`config.mk`:
```
export PLATFORM = sky130hd
export DESIGN_NAME = ras_stack
export DESIGN_NICKNAME = d
export VERILOG_FILES = /design/src/rtl/ras_pkg.sv /design/src/rtl/ras_arbiter.sv /design/src/rtl/ras_pointer.sv /design/src/rtl/ras_storage.sv /design/src/rtl/ras_stack.sv
export SDC_FILE = /design/constraint.sdc
export NUM_CORES = 1
export LEC_CHECK = 0
export ABC_AREA = 1
export BUFFER_PORTS_ARGS = -buffer_cell sky130_fd_sc_hd__buf_2
export CAP_MARGIN = 25
export CORE_AREA = 2 2 144 118
export CTS_CLUSTER_DIAMETER = 30
export DETAILED_ROUTE_END_ITERATION = 10
export DIE_AREA = 0 0 146 120
export PLACE_DENSITY_LB_ADDON = 0.3
export SLEW_MARGIN = 20
export SYNTH_ARGS = -nofsm -noshare
export SYNTH_HDL_FRONTEND = slang
export SYNTH_SLANG_ARGS = --single-unit
```
`constraint.sdc`:
```
create_clock -name clk -period 3.08 [get_ports clk]
set_input_delay 0.77 -clock clk [delete_from_list [all_inputs] [get_ports clk]]
set_output_delay 0.77 -clock clk [all_outputs]
set_load 0.05 [all_outputs]
```
`src/rtl/ras_pkg.sv`:
```
package ras_pkg;
    typedef enum logic [1:0] {
        OP_HOLD = 2'd0,
        OP_PUSH = 2'd1,
        OP_POP  = 2'd2
    } ras_op_e;
endpackage

```
`src/rtl/ras_arbiter.sv`:
```
module ras_arbiter
    import ras_pkg::*;
(
    input  logic    push_en,
    input  logic    pop_en,
    output ras_op_e op
);
    // Push outranks pop when both arrive together.
    always_comb begin
        unique case ({push_en, pop_en})
            2'b10,
            2'b11:   op = OP_PUSH;
            2'b01:   op = OP_POP;
            default: op = OP_HOLD;
        endcase
    end
endmodule

```
`src/rtl/ras_pointer.sv`:
```
module ras_pointer
    import ras_pkg::*;
#(
    parameter int DEPTH = 8,
    localparam int PW = (DEPTH > 1) ? $clog2(DEPTH) : 1
) (
    input  logic          clk,
    input  logic          rst_n,
    input  ras_op_e       op,
    output logic [PW-1:0] wr_idx,
    output logic [PW-1:0] rd_idx
);
    logic [PW-1:0] ptr_q;
    logic [PW-1:0] ptr_d;

    function automatic logic [PW-1:0] step_fwd(input logic [PW-1:0] p);
        return (p == PW'(DEPTH - 1)) ? '0 : p + PW'(1);
    endfunction

    function automatic logic [PW-1:0] step_back(input logic [PW-1:0] p);
        return (p == '0) ? PW'(DEPTH - 1) : p - PW'(1);
    endfunction

    always_ff @(posedge clk or negedge rst_n) begin
        if (!rst_n) ptr_q <= '0;
        else        ptr_q <= ptr_d;
    end

    always_comb begin
        unique case (op)
            OP_PUSH: ptr_d = step_fwd(ptr_q);
            OP_POP:  ptr_d = step_back(ptr_q);
            default: ptr_d = ptr_q;
        endcase
    end

    assign wr_idx = ptr_q;
    assign rd_idx = step_back(ptr_q);

    // a lone pop moves the pointer back one level, wrapping at zero
    p_pop_wrap_r5: assert property (@(posedge clk) disable iff (!rst_n)
        (op == OP_POP) |=> (wr_idx == ((($past(wr_idx)) == '0) ? PW'(DEPTH - 1) : $past(wr_idx) - PW'(1))));

    // the pointer rests while no request arrives
    p_hold_ptr_r7: assert property (@(posedge clk) disable iff (!rst_n)
        (op == OP_HOLD) |=> $stable(wr_idx));
endmodule

```
`src/rtl/ras_storage.sv`:
```
module ras_storage #(
    parameter int DEPTH = 8,
    parameter int AW    = 13,
    localparam int PW = (DEPTH > 1) ? $clog2(DEPTH) : 1
) (
    input  logic          clk,
    input  logic          rst_n,
    input  logic          we,
    input  logic [PW-1:0] wr_idx,
    input  logic [AW-1:0] wr_data,
    input  logic [PW-1:0] rd_idx,
    output logic [AW-1:0] rd_data
);
    logic [AW-1:0] slot_q [DEPTH];

    for (genvar i = 0; i < DEPTH; i++) begin : g_slot
        always_ff @(posedge clk or negedge rst_n) begin
            if (!rst_n)                          slot_q[i] <= '0;
            else if (we && (wr_idx == PW'(i)))   slot_q[i] <= wr_data;
        end
    end

    assign rd_data = slot_q[rd_idx];

    // the addressed slot holds the written value after the edge
    p_slot_write_r2: assert property (@(posedge clk) disable iff (!rst_n)
        we |=> (slot_q[$past(wr_idx)] == $past(wr_data)));
endmodule

```
`src/rtl/ras_stack.sv`:
```
module ras_stack
    import ras_pkg::*;
#(
    parameter int DEPTH = 8,
    parameter int AW    = 13,
    localparam int PW = (DEPTH > 1) ? $clog2(DEPTH) : 1
) (
    input  logic          clk,
    input  logic          rst_n,
    input  logic          push_en,
    input  logic [AW-1:0] push_addr,
    input  logic          pop_en,
    output logic [AW-1:0] top_addr
);
    ras_op_e       op;
    logic [PW-1:0] wr_idx;
    logic [PW-1:0] rd_idx;

    ras_arbiter u_arb (
        .push_en (push_en),
        .pop_en  (pop_en),
        .op      (op)
    );

    ras_pointer #(.DEPTH(DEPTH)) u_ptr (
        .clk    (clk),
        .rst_n  (rst_n),
        .op     (op),
        .wr_idx (wr_idx),
        .rd_idx (rd_idx)
    );

    ras_storage #(.DEPTH(DEPTH), .AW(AW)) u_mem (
        .clk     (clk),
        .rst_n   (rst_n),
        .we      (op == OP_PUSH),
        .wr_idx  (wr_idx),
        .wr_data (push_addr),
        .rd_idx  (rd_idx),
        .rd_data (top_addr)
    );

    // a pushed address is on top one cycle later
    p_push_top_r2: assert property (@(posedge clk) disable iff (!rst_n)
        (push_en && !pop_en) |=> (top_addr == $past(push_addr)));

    // simultaneous requests behave as a push
    p_push_wins_r6: assert property (@(posedge clk) disable iff (!rst_n)
        (push_en && pop_en) |=> (top_addr == $past(push_addr)));

    // an idle cycle leaves the top address unchanged
    p_idle_hold_r7: assert property (@(posedge clk) disable iff (!rst_n)
        (!push_en && !pop_en) |=> $stable(top_addr));
endmodule

```
* After elaboration in Yosys (flattened, before gate mapping)
Cells that the tools add are included. Widths: inputs -> output; s select.
Word-level totals: bits in registers 107, latch bits 0, memory bits (writable) 0, bits in read-only memories 0, input port bits 17, output and inout port bits 13, word-level logic and storage cells 43, memories kept 0
Operators by class: $add $sub $neg 2, multiply operators 0, divide/modulo/power cells 0, magnitude comparators 1, equal/unequal tests 12, shift-type cells 0, multiplexer cells 7, bitwise logic cells 1, reduce and logical (&&, ||, !) cells 11
Operators by type and width (number):
- $bmux 13 s3 | 1
- $mux 13 | 2
- $eq 3x3->1 const B | 4
- $logic_and 1x1->1 | 8
- $eq 2x2->1 const B | 3
- $eq 3x2->1 const B | 2
- $mux 3 | 2
- $pmux 3 s2 | 1
- $eq 2x1->1 const B | 2
- $ge 4x4->1 const B | 1
- $not 3->4 | 1
- $pmux 2 s2 | 1
- $add 3x1->3 const B | 1
- $eq 3x1->1 const B | 1
- $logic_not 3->1 | 1
- $sub 3x1->3 const B | 1
- $reduce_bool 2->1 | 1
- $reduce_or 2->1 | 1

* Logic depth before layout (Yosys ltp)
depth after elaboration 6, mapped depth 12, depth with buffers taken out 7

* Hierarchy
From an unflattened synthesis, not the netlist that was laid out.
Second synthesis, totals: cells, all modules 744, area total of the unflattened synthesis 5477.8 µm²
By module, submodules not included:
- ras_storage | times used 1, cells an instance 704, area each 5201.2 µm², seq. area each 2602.5 µm²
- ras_pointer | times used 1, cells an instance 35, area each 255.2 µm², seq. area each 75.1 µm²
- ras_arbiter | times used 1, cells an instance 3, area each 11.3 µm², seq. area each 0.0 µm²
- ras_stack | times used 1, cells an instance 2, area each 10.0 µm², seq. area each 0.0 µm²

* Least setup slack after synthesis
OpenSTA, ideal clock, no wires.
path kind reg2out, from reg u_ptr.ptr_q[0], in the netlist u_ptr.wr_idx[0], to out top_addr[10], arrival 1.996 ns, required time 2.310 ns, path slack 0.314 ns, stages on the path, launching flop included 13, path buffers 5, cells stage by stage dfrtp_1 -> buf_4 -> inv_2 -> buf_6 -> buf_4 -> ha_1 -> buf_6 -> nor2_2 -> nand2_1 -> nand2_2 -> buf_4 -> nand3_1 -> nand2_1
On the way: longest elaborated chain between the ends 6, elaborated cells on any way between the ends 7, classes of those cells 1 x add/sub; 4 x mux; 1 x bitwise; 1 x reduce/logical
Ends and longest elaborated chain:
- start, declared | line ras_pointer.sv:13 | logic [PW-1:0] ptr_q;
- start signal, assigned | line ras_pointer.sv:26 | else ptr_q <= ptr_d;
- $sub 3x1->3 or $logic_not 3->1 (tied branches) | line ras_pointer.sv:21 | return (p == '0) ? PW'(DEPTH - 1) : p - PW'(1);
- $mux 3 (*) | line ras_pointer.sv:21
- $not 3->4 (implied by the code) (*) | line ras_storage.sv:23 | assign rd_data = slot_q[rd_idx];
- $bmux 13 s3 (*) | line ras_storage.sv:23
- $mux 13 (implied by the code) (*) (2 in a row) | line ras_storage.sv:23
- end, declared | line ras_stack.sv:13 | output logic [AW-1:0] top_addr
Every way passes the cells marked *; elsewhere a longest branch is shown, timed or not. The select of a mux whose other input is x is not followed.

* Worst setup path in the final report
from reg u_ptr.ptr_q[1], in the netlist u_ptr.wr_idx[1], to out top_addr[2]
The elaborated chain is that of the path after synthesis.

==> impl_results.md <==
* Crit Path Class: flop to output pin
* Syn nets at 783
* R2r setup slk at 0.90 ns
* Number of antenna diodes at 0
* Area fraction in compound gates after synthesis at 0.1022
* DRC violations left at 0
* Vias at 4463
* Detailed-route wire length per cell at 13.88 um
* Worst-path cell chain: inv_1, ha_2, inv_1, a21oi_4, buf_4, nand2_1, nand3_1, nand2_1, buf_2
* Setup Skew at 0.005389 ns
* Post-Synth Adder-Cell Area at 0.01576
* Antenna violations before repair at 0
* Total CTS buffers at 9
* Levels on crit path at 9
* Final Wtd Congestion at 0.8045
* Vias in the first global route at 4256
* CTS Root Cell: clkbuf_16
* Slew Viols, Final at 0
* FMAX at 337.1 MHz
* Largest net degree at the start of global routing at 81
* Period utilization at 0.9630
* CP Capture Type: output pin
* Clk sink count at 107
* Die width at 146 um
* Clk buf depth at 2
* Final nets at 795
* IO Port Bufs at 29
* Vias/cell at 4.481
* Most common cell after layout, fill and taps aside: nand2_1
* Setup violators final at 0
* FF+latch count, synth at 107
* Area fraction of the dominant cell type after synthesis at 0.4818
* Synth Area in Simple Gates at 0.2706
* Dominant cells by area after synthesis: dfrtp_1 (48%), nand2_1 (19%), o21ai_0 (9.4%)
* Die area at 17520 um2
* CP startpoint kind: flop
* Max stage delay on crit path at 0.40 ns
* Delay-heaviest family, CP: buffers and inverters
* Critical R2R Launch: u_ptr.wr_idx[0]$_DFFE_PN0P_
* Worst endpoint required time at 2.31 ns
* First-pass GRT wire length at 22790 um
* Dpl hpwl at 8545 um
* Syn Area/Cell at 7.323 um2
* Layout cells sized above 1 at 0.09278
* Hold_ws at 0.4220 ns
* Final hold violation count at 0
* Worst setup startpoint: u_ptr.wr_idx[1]$_DFFE_PN0P_
* Slew of the pin with the lowest slew margin at 0.6359 ns
* H-tree depth at 3
* Portion of netlist area occupied by mux cells at 0
* GR Util All Layers at 0.1658
* Die Height at 120 um
* R2r worst-path depth at 4
* Number of DRC markers in iteration 0 at 304
* Worst Path Arrival at 2.20 ns
* Synthesized instance count at 759
* Ys Warns at 0
* Syn Std Cell Area at 5558 um2
* Slew Limit Headroom at 0.5756
* Reg2Reg Capture Point: u_mem.slot_q[28]$_DFFE_PN0P_
* Post-route ant nets at 0
* Hold crit path type: input port to async pin
* I/O pin total at 30
* Fin crit period at 2.966 ns
* Main combinational cell family by area after synthesis: simple AND/OR/NAND/NOR gates
* Reg clk slew, reported paths at 0.07 ns
* Xor/xnor cell area share of the yosys netlist at 0
* Status: finished clean
* Final wirelength at 13820 um
* Total Neg Setup Slack at 0 ns
* Crit-path max FO at 26
* Sequential element share of the synthesized area at 0.4818
* Most frequent cells in the layout: nand2_1 (284), inv_1 (122), dfrtp_1 (106)
* Leading area contributor after synthesis: dfrtp_1
* First drt pass iteration count at 4
* CP max-delay cell: dfrtp_1
* RSZ-0062 raised after global routing: false
* Worst setup path endpoint: top_addr[2]
* Grt ovf at 0
* CTS tree: built
* Area delta synth->final at 10.76%
* Initial core utilization at 0.3434
* Worst path bufs/invs at 4
* Total of max-cap violations at 0
* Worst skew pair latency at 0.35 ns
* Core region area at 16190 um2
* Netlist cell types at 21
* Row cnt at 42
## how the worst min path moves through the flow
stage	start	slack (ns)	depth (start not counted)	end
2_1_floorplan	u_mem.slot_q[0]$_DFFE_PN0P_	0.45	2	u_mem.slot_q[0]$_DFFE_PN0P_
3_3_place_gp	u_mem.slot_q[71]$_DFFE_PN0P_	0.47	2	u_mem.slot_q[71]$_DFFE_PN0P_
3_5_place_dp	u_mem.slot_q[89]$_DFFE_PN0P_	0.47	2	u_mem.slot_q[89]$_DFFE_PN0P_
4_1_cts	rst_n	0.45	1	u_mem.slot_q[32]$_DFFE_PN0P_
5_1_grt	rst_n	0.46	1	u_mem.slot_q[6]$_DFFE_PN0P_
6_report	rst_n	0.42	1	u_mem.slot_q[58]$_DFFE_PN0P_
## cell type report
class                      instances  area [um2]
clock buffer                      11       242.7
clock inverter                     5       62.56
fill                            1768       10030
inverter                         124       473.0
multi-input combinational        491        2167
sequential                       107        2679
tap                              220       275.3
timing repair buffer              38       256.5
## synth_stat cells
master    instances
dfrtp_1         107
inv_8             1
a21oi_4           2
nor2_1           51
clkbuf_2          3
ha_1              7
nand3_2           6
inv_1           122
buf_2            15
o21ai_0         104
inv_2             1
clkbuf_1          5
nand2_2           5
nand2_1         284
buf_6             9
nand3b_1          1
o211ai_1          2
nand3_1          27
or2_2             1
nor2_2            1
buf_4             5
## through the flow
stage | utilization | instances | setup WS [ns] | instance area [um2]
global placement | 0.3591 | 978 | 0.4364 | 5812
finish | 0.3803 | 996 | 0.1140 | 6156
floorplan | - | 759 | 0.3144 | 5558
global route | 0.3803 | 996 | 0.01624 | 6156
detailed placement | 0.3591 | 978 | 0.3926 | 5812
CTS | 0.3779 | 994 | 0.01691 | 6117
## registers in the layout, summed over array words and instances, names as in the netlist
register and cells:
u_mem.slot_q 104, u_ptr.wr_idx 3
## layer usage
| metal | part of all wire | vias to the layer above | GRT usage |
|---|---|---|---|
| li1 | - | 2297 | - |
| met2 | 0.42 | 94 | 0.2521 |
| met1 | 0.52 | 2052 | 0.2414 |
| met4 | 0.015 | 0 | 0.04612 |
| met3 | 0.045 | 20 | 0.03194 |
| met5 | 0 | - | 0 |
## worst reg2reg max path: stages (launching register included)
cell,delay [ns]
dfrtp_2,0.38
buf_6,0.49
ha_1,0.32
nand3_2,0.50
o21ai_0,0.39
## kinds of logic after synthesis
kind of cell             Yosys count
adder cells (fa/ha/maj)            7
AND/OR/NAND/NOR                  376
buffers and inverters            161
AO/OA/AOI/OAI                    108
flip-flops                       107
## timing repair
action                                  4_1_cts  5_1_grt
endpoints found under the setup margin        0       13
resized for setup                             0        3
hold buffers                                  0        0
buffers inserted                              0        2
Power is not shown: default switching activity piles up to over one toggle a cycle in this logic, so the estimate is an artifact.
